==> src/rtl/spi_host_pkg.sv <==
package spi_host_pkg;
  localparam int unsigned RATE_W = 2;

  typedef enum logic [1:0] {
    ADDR_CTRL = 2'd0,
    ADDR_STAT = 2'd1,
    ADDR_DATA = 2'd2
  } reg_addr_e;

  // packed MSB first: tx_ie=bit5 ... cpol=bit0
  typedef struct packed {
    logic              tx_ie;
    logic              rx_ie;
    logic [RATE_W-1:0] rate;
    logic              cpha;
    logic              cpol;
  } ctrl_t;

  localparam int unsigned CTRL_W = $bits(ctrl_t);
endpackage

==> src/rtl/spi_host_prescale.sv <==
module spi_host_prescale #(
  parameter int unsigned RATE_W = 2
) (
  input  logic              clk_i,
  input  logic              rst_ni,
  input  logic              run_i,
  input  logic [RATE_W-1:0] rate_i,
  output logic              tick_o
);
  localparam int unsigned MAX_SH = 2 * ((1 << RATE_W) - 1);
  localparam int unsigned CNT_W  = (MAX_SH > 0) ? MAX_SH : 1;

  logic [CNT_W-1:0] cnt_q;
  logic [CNT_W-1:0] lim;

  // half period minus one = 2^(2*rate) - 1
  assign lim    = ~({CNT_W{1'b1}} << {rate_i, 1'b0});
  assign tick_o = run_i && (cnt_q == lim);

  always_ff @(posedge clk_i or negedge rst_ni) begin
    if (!rst_ni)                cnt_q <= '0;
    else if (!run_i || tick_o)  cnt_q <= '0;
    else                        cnt_q <= cnt_q + 1'b1;
  end
endmodule

==> src/rtl/spi_host_shifter.sv <==
module spi_host_shifter #(
  parameter int unsigned DATA_W = 8
) (
  input  logic              clk_i,
  input  logic              rst_ni,
  input  logic              start_i,
  input  logic [DATA_W-1:0] tx_byte_i,
  input  logic              cpol_i,
  input  logic              cpha_i,
  input  logic              tick_i,
  input  logic              miso_i,
  output logic              busy_o,
  output logic              done_o,
  output logic              sck_o,
  output logic              mosi_o,
  output logic [DATA_W-1:0] rx_byte_o
);
  localparam int unsigned EDGE_W = $clog2(2 * DATA_W);
  localparam logic [EDGE_W-1:0] LAST = EDGE_W'(2 * DATA_W - 1);

  logic              busy_q, done_q, sck_q, mosi_q;
  logic [EDGE_W-1:0] edge_q;
  logic [DATA_W-1:0] tx_sr, rx_sr;
  logic              samp;

  assign samp = (edge_q[0] == cpha_i);

  always_ff @(posedge clk_i or negedge rst_ni) begin
    if (!rst_ni) begin
      busy_q <= 1'b0;
      done_q <= 1'b0;
      sck_q  <= 1'b0;
      mosi_q <= 1'b0;
      edge_q <= '0;
      tx_sr  <= '0;
      rx_sr  <= '0;
    end else begin
      done_q <= 1'b0;
      if (start_i) begin
        busy_q <= 1'b1;
        edge_q <= '0;
        sck_q  <= cpol_i;
        if (cpha_i) begin
          tx_sr <= tx_byte_i;
        end else begin
          tx_sr  <= tx_byte_i << 1;
          mosi_q <= tx_byte_i[DATA_W-1];
        end
      end else if (busy_q && tick_i) begin
        sck_q  <= ~sck_q;
        edge_q <= edge_q + 1'b1;
        if (samp) begin
          rx_sr <= {rx_sr[DATA_W-2:0], miso_i};
        end else begin
          mosi_q <= tx_sr[DATA_W-1];
          tx_sr  <= tx_sr << 1;
        end
        if (edge_q == LAST) begin
          busy_q <= 1'b0;
          done_q <= 1'b1;
        end
      end
    end
  end

  assign busy_o    = busy_q;
  assign done_o    = done_q;
  assign sck_o     = busy_q ? sck_q : cpol_i;
  assign mosi_o    = mosi_q;
  assign rx_byte_o = rx_sr;
endmodule

==> src/rtl/spi_host_ctrl.sv <==
module spi_host_ctrl
  import spi_host_pkg::*;
#(
  parameter int unsigned DATA_W = 8
) (
  input  logic              clk_i,
  input  logic              rst_ni,
  input  logic              req_i,
  input  logic              we_i,
  input  logic [1:0]        addr_i,
  input  logic [DATA_W-1:0] wdata_i,
  output logic [DATA_W-1:0] rdata_o,
  output logic              sck_o,
  output logic              mosi_o,
  input  logic              miso_i,
  output logic              irq_tx_o,
  output logic              irq_rx_o
);
  ctrl_t             ctrl_q;
  logic [DATA_W-1:0] buf_q, rx_data_q, tx_sel, rx_byte;
  logic              tx_empty_q, rx_full_q, ovf_q, armed_q;
  logic              wr_ctrl, wr_data, rd_stat, rd_data, clr_rx;
  logic              busy, done, tick, start, load_buf, load_now;

  assign wr_ctrl = req_i &&  we_i && (addr_i == ADDR_CTRL);
  assign wr_data = req_i &&  we_i && (addr_i == ADDR_DATA);
  assign rd_stat = req_i && !we_i && (addr_i == ADDR_STAT);
  assign rd_data = req_i && !we_i && (addr_i == ADDR_DATA);
  assign clr_rx  = rd_data && armed_q;

  assign load_buf = !tx_empty_q && !busy;
  assign load_now = wr_data && tx_empty_q && !busy;
  assign start    = load_buf || load_now;
  assign tx_sel   = load_buf ? buf_q : wdata_i;

  spi_host_prescale #(.RATE_W(RATE_W)) u_pre (
    .clk_i  (clk_i),
    .rst_ni (rst_ni),
    .run_i  (busy),
    .rate_i (ctrl_q.rate),
    .tick_o (tick)
  );

  spi_host_shifter #(.DATA_W(DATA_W)) u_shf (
    .clk_i     (clk_i),
    .rst_ni    (rst_ni),
    .start_i   (start),
    .tx_byte_i (tx_sel),
    .cpol_i    (ctrl_q.cpol),
    .cpha_i    (ctrl_q.cpha),
    .tick_i    (tick),
    .miso_i    (miso_i),
    .busy_o    (busy),
    .done_o    (done),
    .sck_o     (sck_o),
    .mosi_o    (mosi_o),
    .rx_byte_o (rx_byte)
  );

  always_ff @(posedge clk_i or negedge rst_ni) begin
    if (!rst_ni) begin
      ctrl_q     <= '0;
      buf_q      <= '0;
      tx_empty_q <= 1'b1;
    end else begin
      if (wr_ctrl)      ctrl_q <= ctrl_t'(wdata_i[CTRL_W-1:0]);
      else if (wr_data) ctrl_q.tx_ie <= 1'b0;
      if (load_buf) begin
        tx_empty_q <= 1'b1;
      end else if (wr_data && tx_empty_q && busy) begin
        buf_q      <= wdata_i;
        tx_empty_q <= 1'b0;
      end
    end
  end

  // receive side: clear handshake first, completion overrides
  always_ff @(posedge clk_i or negedge rst_ni) begin
    if (!rst_ni) begin
      rx_data_q <= '0;
      rx_full_q <= 1'b0;
      ovf_q     <= 1'b0;
      armed_q   <= 1'b0;
    end else begin
      if (req_i) armed_q <= rd_stat && rx_full_q;
      if (clr_rx) begin
        rx_full_q <= 1'b0;
        ovf_q     <= 1'b0;
      end
      if (done) begin
        if (rx_full_q && !clr_rx) begin
          ovf_q <= 1'b1;
        end else begin
          rx_data_q <= rx_byte;
          rx_full_q <= 1'b1;
        end
      end
    end
  end

  always_comb begin
    unique case (addr_i)
      ADDR_CTRL: rdata_o = DATA_W'(ctrl_q);
      ADDR_STAT: rdata_o = DATA_W'({ovf_q, rx_full_q, tx_empty_q});
      ADDR_DATA: rdata_o = rx_data_q;
      default:   rdata_o = '0;
    endcase
  end

  assign irq_tx_o = ctrl_q.tx_ie && tx_empty_q;
  assign irq_rx_o = ctrl_q.rx_ie && rx_full_q;
endmodule

==> config.mk <==
export PLATFORM = sky130hd
export DESIGN_NAME = spi_host_ctrl
export DESIGN_NICKNAME = d
export VERILOG_FILES = /design/src/rtl/spi_host_pkg.sv /design/src/rtl/spi_host_prescale.sv /design/src/rtl/spi_host_shifter.sv /design/src/rtl/spi_host_ctrl.sv
export SDC_FILE = /design/constraint.sdc
export NUM_CORES = 1
export LEC_CHECK = 0
export BUFFER_PORTS_ARGS = -buffer_cell sky130_fd_sc_hd__buf_4
export CORE_MARGIN = 1
export CORE_UTILIZATION = 50
export CTS_BUF_LIST = sky130_fd_sc_hd__clkbuf_4 sky130_fd_sc_hd__clkbuf_8 sky130_fd_sc_hd__clkbuf_16
export CTS_CLUSTER_SIZE = 25
export DETAILED_ROUTE_END_ITERATION = 8
export GPL_ROUTABILITY_DRIVEN = 0
export PLACE_DENSITY = 0.75
export RECOVER_POWER = 25
export SLEW_MARGIN = 10
export SYNTH_ARGS = -nofsm -noshare
export SYNTH_HDL_FRONTEND = slang
export SYNTH_SLANG_ARGS = --single-unit
==> constraint.sdc <==
create_clock -name clk_i -period 3.9 [get_ports clk_i]
set_input_delay 0.39 -clock clk_i [delete_from_list [all_inputs] [get_ports clk_i]]
set_output_delay 0.39 -clock clk_i [all_outputs]
set_load 0.05 [all_outputs]
## Word-level counts from Yosys, hierarchy flattened

Index checks and enable logic that the tools add are counted.

- Register bits after elaboration: 56
- Output and inout port bits: 12
- Word-level logic and storage cells: 100

- $add $sub $neg: 2
- Equal/unequal tests: 7
- Shift-type cells: 1
- Muxes and demuxes: 32
- Bitwise operators: 5
- Reductions and logical operators: 34

Operators by type and width:

| kind | count |
|---|---|
| $mux W8 | 5 |
| $pmux W8 S3 | 1 |
| $mux W1 | 23 |
| $logic_and A1 B1 Y1 | 17 |
| $mux W4 | 2 |
| $reduce_and A2 Y1 | 4 |
| $reduce_bool A2 Y1 | 4 |
| $add A6 B1 Y6 const B | 1 |
| $eq A6 B6 Y1 | 1 |
| $mux W6 | 1 |
| $not A6 Y6 | 1 |
| $reduce_and A3 Y1 | 2 |
| $shl A6 B3 Y6 const A | 1 |
| $add A4 B1 Y4 const B | 1 |
| $eq A4 B4 Y1 const B | 1 |
| $logic_not A1 Y1 | 4 |
| $ne A2 B2 Y1 const B | 2 |
| $not A1 Y1 | 4 |
| $eq A2 B1 Y1 const B | 1 |
| $eq A2 B2 Y1 const B | 1 |
| $logic_not A2 Y1 | 1 |
| $logic_or A1 B1 Y1 | 2 |
| $eq A1 B1 Y1 | 1 |

## Logic depth before layout (Yosys ltp)

Gate-level depths: netlist of run 1.

- Depth after elaboration: 8
- Depth in mapped cells: 6

## Hierarchy

From an unflattened synthesis of run 1, not the netlist that was laid out.

- Cells, all modules: 291
- Area, all modules: 3046.7 um2

By module, submodules not included:

| module | instances | cells an instance | area an instance (um2) | sequential area each (um2) |
|---|---|---|---|---|
| spi_host_ctrl | 1 | 143 | 1487.7 | 651.9 |
| spi_host_shifter | 1 | 113 | 1212.4 | 600.6 |
| spi_host_prescale | 1 | 35 | 346.6 | 150.1 |

## Worst setup path before layout of run 1

Ideal clock, no wire load.

- Path type: register -> output
- Start: register ctrl_q[1] (netlist bit)
- End: output port rdata_o[1]
- Arrival: 1.981 ns
- Path slack: 1.529 ns
- Stages on the path, launching flop included: 4
- Path buffers: 1
- Path through: dfrtp_1 -> buf_1 -> mux2i_1 -> o21ai_0

- Word-level cells in the longest chain between the ends: 1

Ends and longest elaborated chain:

| what | line | text |
|---|---|---|
| start, declared | spi_host_ctrl.sv:19 | `ctrl_t ctrl_q;` |
| start signal, assigned | spi_host_ctrl.sv:66 | `if (wr_ctrl) ctrl_q <= ctrl_t'(wdata_i[CTRL_W-1:0]);` |
| $pmux W8 S3 | spi_host_ctrl.sv:102 | `unique case (addr_i)` |
| end, declared | spi_host_ctrl.sv:12 | `output logic [DATA_W-1:0] rdata_o,` |

Every way passes these cells.

## Worst setup path in the final report of run 1

- Start: register ctrl_q[2] (netlist bit)
- End: register u_shf.rx_sr[4], in the netlist u_shf.rx_byte_o[4]

- Word-level cells in the longest chain between the ends: 6

Ends and longest elaborated chain:

| what | line | text |
|---|---|---|
| $shl A6 B3 Y6 | spi_host_prescale.sv:17 | `assign lim = ~({CNT_W{1'b1}} << {rate_i, 1'b0});` |
| $not A6 Y6 | spi_host_prescale.sv:17 |  |
| $eq A6 B6 Y1 | spi_host_prescale.sv:18 | `assign tick_o = run_i && (cnt_q == lim);` |
| $logic_and A1 B1 Y1 | spi_host_prescale.sv:18 |  |
| $logic_and A1 B1 Y1 | spi_host_shifter.sv:49 | `end else if (busy_q && tick_i) begin` |
| $reduce_and A3 Y1 (no line) | - |  |
| end signal, assigned | spi_host_shifter.sv:53 | `rx_sr <= {rx_sr[DATA_W-2:0], miso_i};` |
| end, declared | spi_host_shifter.sv:23 | `logic [DATA_W-1:0] tx_sr, rx_sr;` |

Every way passes these cells.
A chain may end at the register's enable or synchronous reset.

==> metrics.txt, run 1 <==
area leader, netlist dfrtp_1; Clock Skew 7.05 ps; Routed Wire Length 5120 µm; P_sw 0.000628 W; via count 1733; status finished, final reports clean; Clock Power Share 21.2%; normalized max-slew margin 37.3%; Synth Warn # 0; multi-input combinational cell area 1290 µm²; Final min period 2310 ps; sequential cell area 1400 µm²; ANT nets after route 0; synth unique cells 39; TNS Setup 0 ps; setup bufs post-CTS 0; internal power 0.00128 W; crit path max fanout 8; mean post-synth cell area 12.5 µm²; Critical Path AT 2510 ps; DR top layer met4; Leak 1.42 nW; Worst-Margin Slew 933 ps; fraction of layout cells with a size suffix above 1 33.6%; first-pass GRT wire length 9020 µm; Core Region 5170 µm²; Seq pwr share 50.1%; commonest non-fill, non-tap cell in the layout dfrtp_1; Syn Inst Count 218; PostCTS Resize Cnt 0; CTS tree built; Worst setup startpoint ctrl_q[2]; CP Launch Type register; die area 5770 µm²; fill count 432; Net Sw Frac 32.9%; cell area after synthesis 2730 µm²; Inserted Clock Buffers 5; area grow syn2layout 14.4%; ranking of synthesized cells by area dfrtp_1 (50%), mux2_2 (16%), mux2i_1 (8.4%); share of power burned in combinational logic 28.7%; grt ovf 0; CP required 4100 ps; Worst Setup End Kind register; Reg-to-Reg Start ctrl_q[2]; sequential fraction of the synthesis area 51.3%; vias in the first global route 1912; clk root buf clkbuf_8; Met2 Wirelength 2460 µm; WL met1 2470 µm; Max Slew Vio Count 0; most frequent cells in the layout dfrtp_1 (55), mux2_2 (39), buf_4 (27); Tcrit/Tclk final 59.2%; Reg2Reg Setup Slack 1590 ps; Total Nets Final 263; routed len/inst 16.2 µm; area share of the largest cell type after synthesis 50.3%; worst skew pair latency 310 ps; H-tree levels 2; Site Rows 26; Synth Net Count 235; number of flops mapped to enable cells by yosys 0; # IOs 27; drt first pass iters 4; Die X-Extent 75.9 µm; Hold Path Class in2async; met3 WL 111 µm; Post-CTS Hold Fix Bufs 0; Initial Util 52.9%; Worst Setup Path Type reg2reg; setup violators final 0; final instance area 3130 µm²; Main synth FF type dfrtp_1; largest net degree at the start of global routing 57; r2r endpoint u_shf.rx_byte_o[4]; Worst VDD drop 0.000309 V; PD cells 611 nW/µm²; Clk pin slew, worst setup/hold paths 100 ps; initial antenna violation count 0; Remaining DRCs 0; Max Cap Viol 0; length in cells of the worst reg-to-reg path 5; flop and latch count out of synthesis 56; fmax 433 MHz; Buffers on Ports 26; Post-synth ARST share 100%; Die Height 75.9 µm; Max clock buf depth 2; DP Wirelength 3720 µm; RSZ-0062 raised after global routing false; GRT Total Usage 19.7%; CTS sink count 56; critical path capture point u_shf.rx_byte_o[4]; Via-to-Cell Ratio 5.47; DR iter-0 viols 111; final hold violation count 0; Antenna Cells 0; Post-DP Area 3000 µm²
-- synthesized netlist by cell type, types with 2 or more instances --
master	number
ha_1	2
nand4b_1	2
nor2_1	14
a21oi_1	3
mux2_2	39
xor2_1	4
nand2_1	14
a32o_1	2
mux2_1	7
and2_1	5
clkbuf_1	4
nand3_1	6
mux2i_1	23
o31ai_1	2
dfrtp_1	55
o21ai_0	7
nor2b_1	3
inv_1	5
-- per-layer routing --
metal  vias to the layer above  track usage, %
met5                         -               0
met4                         0            6.92
met3                         7            3.49
met2                        17            32.9
met1                       876            25.8
li1                        833               -
-- through the flow --
step / instances / setup WS [ps] / hold slack (ps) / power, W / util, %
final: 317 / 1590 / 114 / 0.00191 / 60.4
after detailed placement: 309 / 1610 / 479 / 0.00152 / 58.0
after global routing: 317 / 1470 / 160 / 0.00203 / 60.4
after global placement: 309 / 1650 / 470 / 0.00150 / 58.0
after floorplan: 218 / 1530 / 94.4 / 0.00135 / -
after CTS: 317 / 1580 / 147 / 0.00193 / 60.4
-- cell families after synthesis --
kind of cell / after synthesis / share of synthesized area (%)
compound gates: 22 / 6.77
xor+xnor: 5 / 1.60
fa+ha+maj: 2 / 0.915
buf+inv: 11 / 1.56
flops: 56 / 51.3
mux: 70 / 28.2
simple gates: 52 / 9.66
-- layout make-up --
cell class	instances	share of cell area [%]
multi-input cells	151	41.2
clock buffers	7	3.08
flip-flops and latches	56	44.9
clock inverters	1	0.960
repair buffers	27	6.48
well taps	70	2.80
inverters	5	0.600
-- state kept, by name, indices dropped and copies added, names as in the netlist --
signal,cells
buf_q,8
rx_data_q,8
u_shf.rx_byte_o,8
u_shf.tx_sr,8
ctrl_q,6
u_pre.cnt_q,6
u_shf.edge_q,4
armed_q,1
ovf_q,1
rx_full_q,1
tx_empty_q,1
u_shf.busy_o,1
u_shf.done_o,1
u_shf.mosi_o,1
u_shf.sck_q,1
-- worst max-delay path, stage by stage, from the launching register on --
cell and delay [ps]:
dfrtp_1 440, or3_4 410, a2111oi_4 440, o211ai_2 240, nor2_4 290, mux2_2 370
-- how the worst min path moves through the flow --
stage	start	end	slack (ps)	cells after the start
finish	rst_ni	u_pre.cnt_q[4]	110	1
CTS	rst_ni	u_pre.cnt_q[4]	150	1
detailed placement	u_shf.tx_sr[2]	u_shf.tx_sr[2]	480	1
global route	rst_ni	u_pre.cnt_q[4]	160	1
global placement	u_shf.edge_q[3]	u_shf.edge_q[3]	470	1
floorplan	rst_ni	armed_q	90	0
-- power groups by stage --
stage | clock [W] | sequential, W | combinational, W
after global routing | 0.000442 | 0.000988 | 0.000603
after CTS | 0.000415 | 0.000957 | 0.000557
final | 0.000405 | 0.000956 | 0.000548
after global placement | 0 | 0.000960 | 0.000536
after floorplan | 0 | 0.000919 | 0.000431
after detailed placement | 0 | 0.000969 | 0.000554
(Power assumes the default switching activity.)
==> run 2, diff against run 1 <==
==> constraint.sdc (replaced) <==
create_clock -name clk_i -period 2.33 [get_ports clk_i]
set_input_delay 0.233 -clock clk_i [delete_from_list [all_inputs] [get_ports clk_i]]
set_output_delay 0.233 -clock clk_i [all_outputs]
set_load 0.05 [all_outputs]
==> metrics.txt, run 2 (synthesis gave the netlist of run 1 again) <==
Final min period 2180 ps (-129 ps); drt first pass iters 4 (unchanged); final hold violation count 0 (unchanged); Remaining DRCs 0 (unchanged); # IOs 27 (unchanged); die area 5770 µm² (unchanged); normalized max-slew margin 8.02% (-29 points); Worst VDD drop 0.000520 V (+68%); Via-to-Cell Ratio 5.29 (-3.3%); vias in the first global route 1756 (-8.2%); initial antenna violation count 0 (unchanged); DP Wirelength 3620 µm (-2.7%); status finished, final reports clean; Worst-Margin Slew 1380 ps (+447 ps); ANT nets after route 0 (unchanged); commonest non-fill, non-tap cell in the layout dfrtp_1; length in cells of the worst reg-to-reg path 5 (unchanged); Max Cap Viol 0 (unchanged); H-tree levels 2 (unchanged); first-pass GRT wire length 8770 µm (-2.8%); Tcrit/Tclk final 93.6% (+34 points); routed len/inst 15.5 µm (-3.9%); CTS tree built; final core occ 61.5% (+1.1 points); Worst Setup End Kind register; PostCTS Resize Cnt 0 (unchanged); sequential cell area 1400 µm² (unchanged); Clock Skew 8.30 ps (+1.25 ps); PD cells 997 nW/µm² (+63%); Hold Path Class in2reg; most frequent cells in the layout dfrtp_1 (55), mux2_2 (39), buf_4 (33); Clk pin slew, worst setup/hold paths 90 ps (about the same); worst skew pair latency 310 ps (about the same); Routed Wire Length 5080 µm (-0.92%); via count 1729 (-0.23%); Antenna Cells 0 (unchanged); Worst Setup Path Type reg2reg; Critical Path AT 2380 ps (-130 ps); fmax 458 MHz (+5.9%); CP required 2530 ps (-1570 ps); clk root buf clkbuf_8; RSZ-0062 raised after global routing false; grt ovf 0 (unchanged); crit path max fanout 8 (unchanged); Buffers on Ports 26 (unchanged); multi-input combinational cell area 1290 µm² (unchanged); Inserted Clock Buffers 5 (unchanged); final instance area 3180 µm² (+1.8%); Max clock buf depth 2 (unchanged); Initial Util 52.9% (unchanged); Reg2Reg Setup Slack 150 ps (-1440 ps); GRT Total Usage 19.3% (-0.43 points); CP Launch Type register; fill count 431 (-0.23%); Worst Hold Depth 2; area grow syn2layout 16.4%; TNS Setup 0 ps (unchanged); fraction of layout cells with a size suffix above 1 34.6% (+1.0 points); CTS sink count 56 (unchanged); Max Slew Vio Count 0 (unchanged); DR iter-0 viols 62 (-44%); Die Height 75.9 µm (unchanged); Post-DP Area 3070 µm² (+2.3%); setup violators final 0 (unchanged); Die X-Extent 75.9 µm (unchanged); Leak 1.46 nW (+2.5%); Site Rows 26 (unchanged); largest net degree at the start of global routing 57 (unchanged); Core Region 5170 µm² (unchanged); Total Nets Final 273 (+3.8%)
## run 2: cell count changes in the layout (fill, tap and decap cells not counted)
cell | before | now
buf_4 | 27 | 33
clkbuf_1 | 0 | 2
clkbuf_2 | 0 | 1
clkbuf_4 | 0 | 1
clkbuf_8 | 7 | 5
dfstp_1 | 0 | 1
dfstp_2 | 1 | 0
dlygate4sd3_1 | 0 | 1
inv_6 | 0 | 1
## run 2: path summary, 6_finish.rpt
kind                                 endpoint           start
setup / recovery           u_shf.rx_byte_o[6]  u_pre.cnt_q[0]
hold / removal                        armed_q           req_i
setup reg to reg           u_shf.rx_byte_o[6]  u_pre.cnt_q[0]
hold reg to reg                         ovf_q         armed_q
max in group asynchronous        rx_data_q[6]          rst_ni
min in group asynchronous      u_pre.cnt_q[5]          rst_ni
## run 2: metal layers
layer	up-vias	wire [µm]	GRT usage, %
met2	21	2360	30.2
met5	-	0	0
li1	859	-	-
met4	0	53	6.15
met3	5	135	3.73
met1	844	2530	27.0
## run 2: layout make-up
cell class / count / area share, %
flip-flops and latches: 56 / 44.1
multi-input cells: 151 / 40.5
repair buffers: 37 / 8.49
well taps: 70 / 2.75
clock buffers: 6 / 2.40
clock inverters: 2 / 1.22
inverters: 5 / 0.590
## run 2: stage by stage
stage                     std cells  worst slack [ps]  power [W]  hold WS, ps
after global routing            327              66.3    0.00338          140
after CTS                       327               160    0.00321          141
after floorplan                 218               116    0.00226        -62.6
after detailed placement        318               174    0.00255          335
final                           327               149    0.00317          147
after global placement          318               209    0.00251          330
## run 2: worst max-delay path, stage by stage, from the launching register on
cell and delay, ps:
dfrtp_1 440, or3_4 400, a2111oi_4 420, o211ai_2 170, nor2_4 270, mux2_2 370
## run 2: repair_timing
item	4_1_cts	5_1_grt
hold endpoints to repair	18	0
hold buffers	1	0
setup buffers	0	0
## run 2: power breakdown
part	switching, W	leakage [nW]	internal (W)	total (W)
registers	0.000272	0.703	0.00130	0.00157
clock network	0.000316	0.0592	0.000337	0.000653
logic	0.000469	0.698	0.000478	0.000947
==> run 3, diff against run 2 <==
==> constraint.sdc (replaced) <==
create_clock -name clk_i -period 2.05 [get_ports clk_i]
set_input_delay 0.205 -clock clk_i [delete_from_list [all_inputs] [get_ports clk_i]]
set_output_delay 0.205 -clock clk_i [all_outputs]
set_load 0.05 [all_outputs]
==> metrics.txt, run 3 (synthesis gave the netlist of run 1 again) <==
status finished with violations; failing checks negative setup slack; largest net degree at the start of global routing 57 (unchanged); Remaining DRCs 0 (unchanged); critical hold path startpoint req_i; final core occ 64.5% (+3.0 points); length in cells of the worst reg-to-reg path 6 (+1); Site Rows 26 (unchanged); final hold violation count 0 (unchanged); clk root buf clkbuf_8; initial antenna violation count 0 (unchanged); routed len/inst 15.6 µm (+0.62%); CTS sink count 56 (unchanged); fraction of layout cells with a size suffix above 1 39.8% (+5.2 points); Net Sw Frac 33.6% (+0.23 points); CTS tree built; Reg2Reg Setup Slack -110 ps (-260 ps); fill count 407 (-5.6%); Die X-Extent 75.9 µm (unchanged); Seq pwr share 48.1% (-1.5 points); Final min period 2160 ps (-16.6 ps); Max Cap Viol 0 (unchanged); vias in the first global route 1804 (+2.7%); CP Launch Type register; Via-to-Cell Ratio 5.45 (+3.0%); Hold Path Sink armed_q; Routed Wire Length 5250 µm (+3.4%); Clock Power Share 15.8% (-4.8 points); Worst Setup End Kind register; P_sw 0.00123 W (+17%); Worst VDD drop 0.000641 V (+23%); drt first pass iters 4 (unchanged); worst skew pair latency 310 ps (about the same); Final WS setup -115 ps (-263 ps); Worst Setup Path Type reg2reg; DP Wirelength 3650 µm (+0.67%); PD cells 1100 nW/µm² (+11%); normalized max-slew margin 9.03% (+1.0 points); Leak 1.55 nW (+5.9%); first-pass GRT wire length 8830 µm (+0.72%); final instance area 3340 µm² (+4.8%); DR iter-0 viols 73 (+18%); Worst Hold Depth 2 (unchanged); Tcrit/Tclk final 106% (+12 points); fmax 462 MHz (+0.77%); CP required 2240 ps (-290 ps); commonest non-fill, non-tap cell in the layout dfrtp_1; grt ovf 0 (unchanged); die area 5770 µm² (unchanged); Hold Path Class in2reg; via count 1830 (+5.8%); ANT nets after route 0 (unchanged); Buffers on Ports 26 (unchanged); Antenna Cells 0 (unchanged); Inserted Clock Buffers 5 (unchanged); Reg-to-Reg Start u_pre.cnt_q[0]; most frequent cells in the layout dfrtp_1 (55), buf_4 (38), mux2_2 (31); GRT Total Usage 19.8% (+0.56 points); internal power 0.00244 W (+16%); Max clock buf depth 2 (unchanged); Initial Util 52.9% (unchanged); H-tree levels 2 (unchanged); Total Nets Final 283 (+3.7%); RSZ-0062 raised after global routing true; setup violators final 16 (+16); Clk pin slew, worst setup/hold paths 100 ps (about the same); Worst-Margin Slew 1360 ps (-15.2 ps); share of power burned in combinational logic 36.1% (+6.2 points); Max Slew Vio Count 0 (unchanged); Clock Skew 7.99 ps (-0.314 ps); Critical Path AT 2360 ps (-20 ps); area grow syn2layout 22.0%; # IOs 27 (unchanged); r2r endpoint u_shf.rx_byte_o[0]; Core Region 5170 µm² (unchanged); Worst setup startpoint u_pre.cnt_q[0]; crit path max fanout 8 (unchanged); Post-DP Area 3120 µm² (+1.5%); Die Height 75.9 µm (unchanged)
-- run 3: worst max-delay path, cell delays in order (launching register included) --
cell and delay (ps):
dfrtp_1 400, or3_4 400, a2111oi_4 470, o211ai_2 180
nor2_4 150, buf_12 140, mux2_4 300
-- run 3: stage by stage --
| stage | hold WS (ps) | setup WS, ps | power, W | std cells | TNS [ps] |
|---|---|---|---|---|---|
| global placement | 299 | 21.8 | 0.00288 | 322 | 0 |
| floorplan | -90.6 | 21.3 | 0.00257 | 218 | 0 |
| finish | 106 | -115 | 0.00368 | 336 | -1150 |
| detailed placement | 307 | -41.0 | 0.00294 | 322 | -329 |
| CTS | 98.4 | -32.7 | 0.00353 | 331 | -218 |
| global route | 126 | -229 | 0.00391 | 336 | -3290 |
-- run 3: repair_timing --
item | 4_1_cts | 5_1_grt
endpoints found under the setup margin | 15 | 17
gates resized for setup | 0 | 18
hold buffers | 1 | 0
endpoints found under the hold margin | 55 | 0
buffers inserted | 1 | 5
pin swaps | 0 | 6
-- run 3: metal layers --
metal	global-route usage, %	routed length (µm)
met1	26.6	2490
met2	32.0	2530
met3	4.46	161
met4	6.35	63
met5	0	0
-- run 3: layout make-up --
| cell class | count | area (µm²) | share of cell area, % |
|---|---|---|---|
| clock inverter | 1 | 5.00 | 0.150 |
| multi-input combinational | 151 | 1360 | 40.7 |
| clock buffer | 6 | 76.3 | 2.29 |
| sequential | 56 | 1400 | 42.0 |
| inverter | 5 | 18.8 | 0.563 |
| timing repair buffer | 47 | 387 | 11.6 |
| tap | 70 | 87.6 | 2.63 |
-- run 3: worst max path at each step --
stage,to,slack (ps)
after floorplan,u_shf.rx_byte_o[0],20
after global placement,u_shf.rx_byte_o[0],20
after detailed placement,u_shf.rx_byte_o[0],-40
after CTS,u_shf.rx_byte_o[0],-30
after global routing,u_shf.rx_byte_o[1],-230
final,u_shf.rx_byte_o[0],-110
-- run 3: power groups by stage --
stage	registers [W]	logic, W	clock network (W)
3_5_place_dp	0.00178	0.00115	0
3_3_place_gp	0.00177	0.00111	0
5_1_grt	0.00183	0.00145	0.000633
6_report	0.00177	0.00133	0.000580
2_1_floorplan	0.00175	0.000823	0
4_1_cts	0.00176	0.00117	0.000601
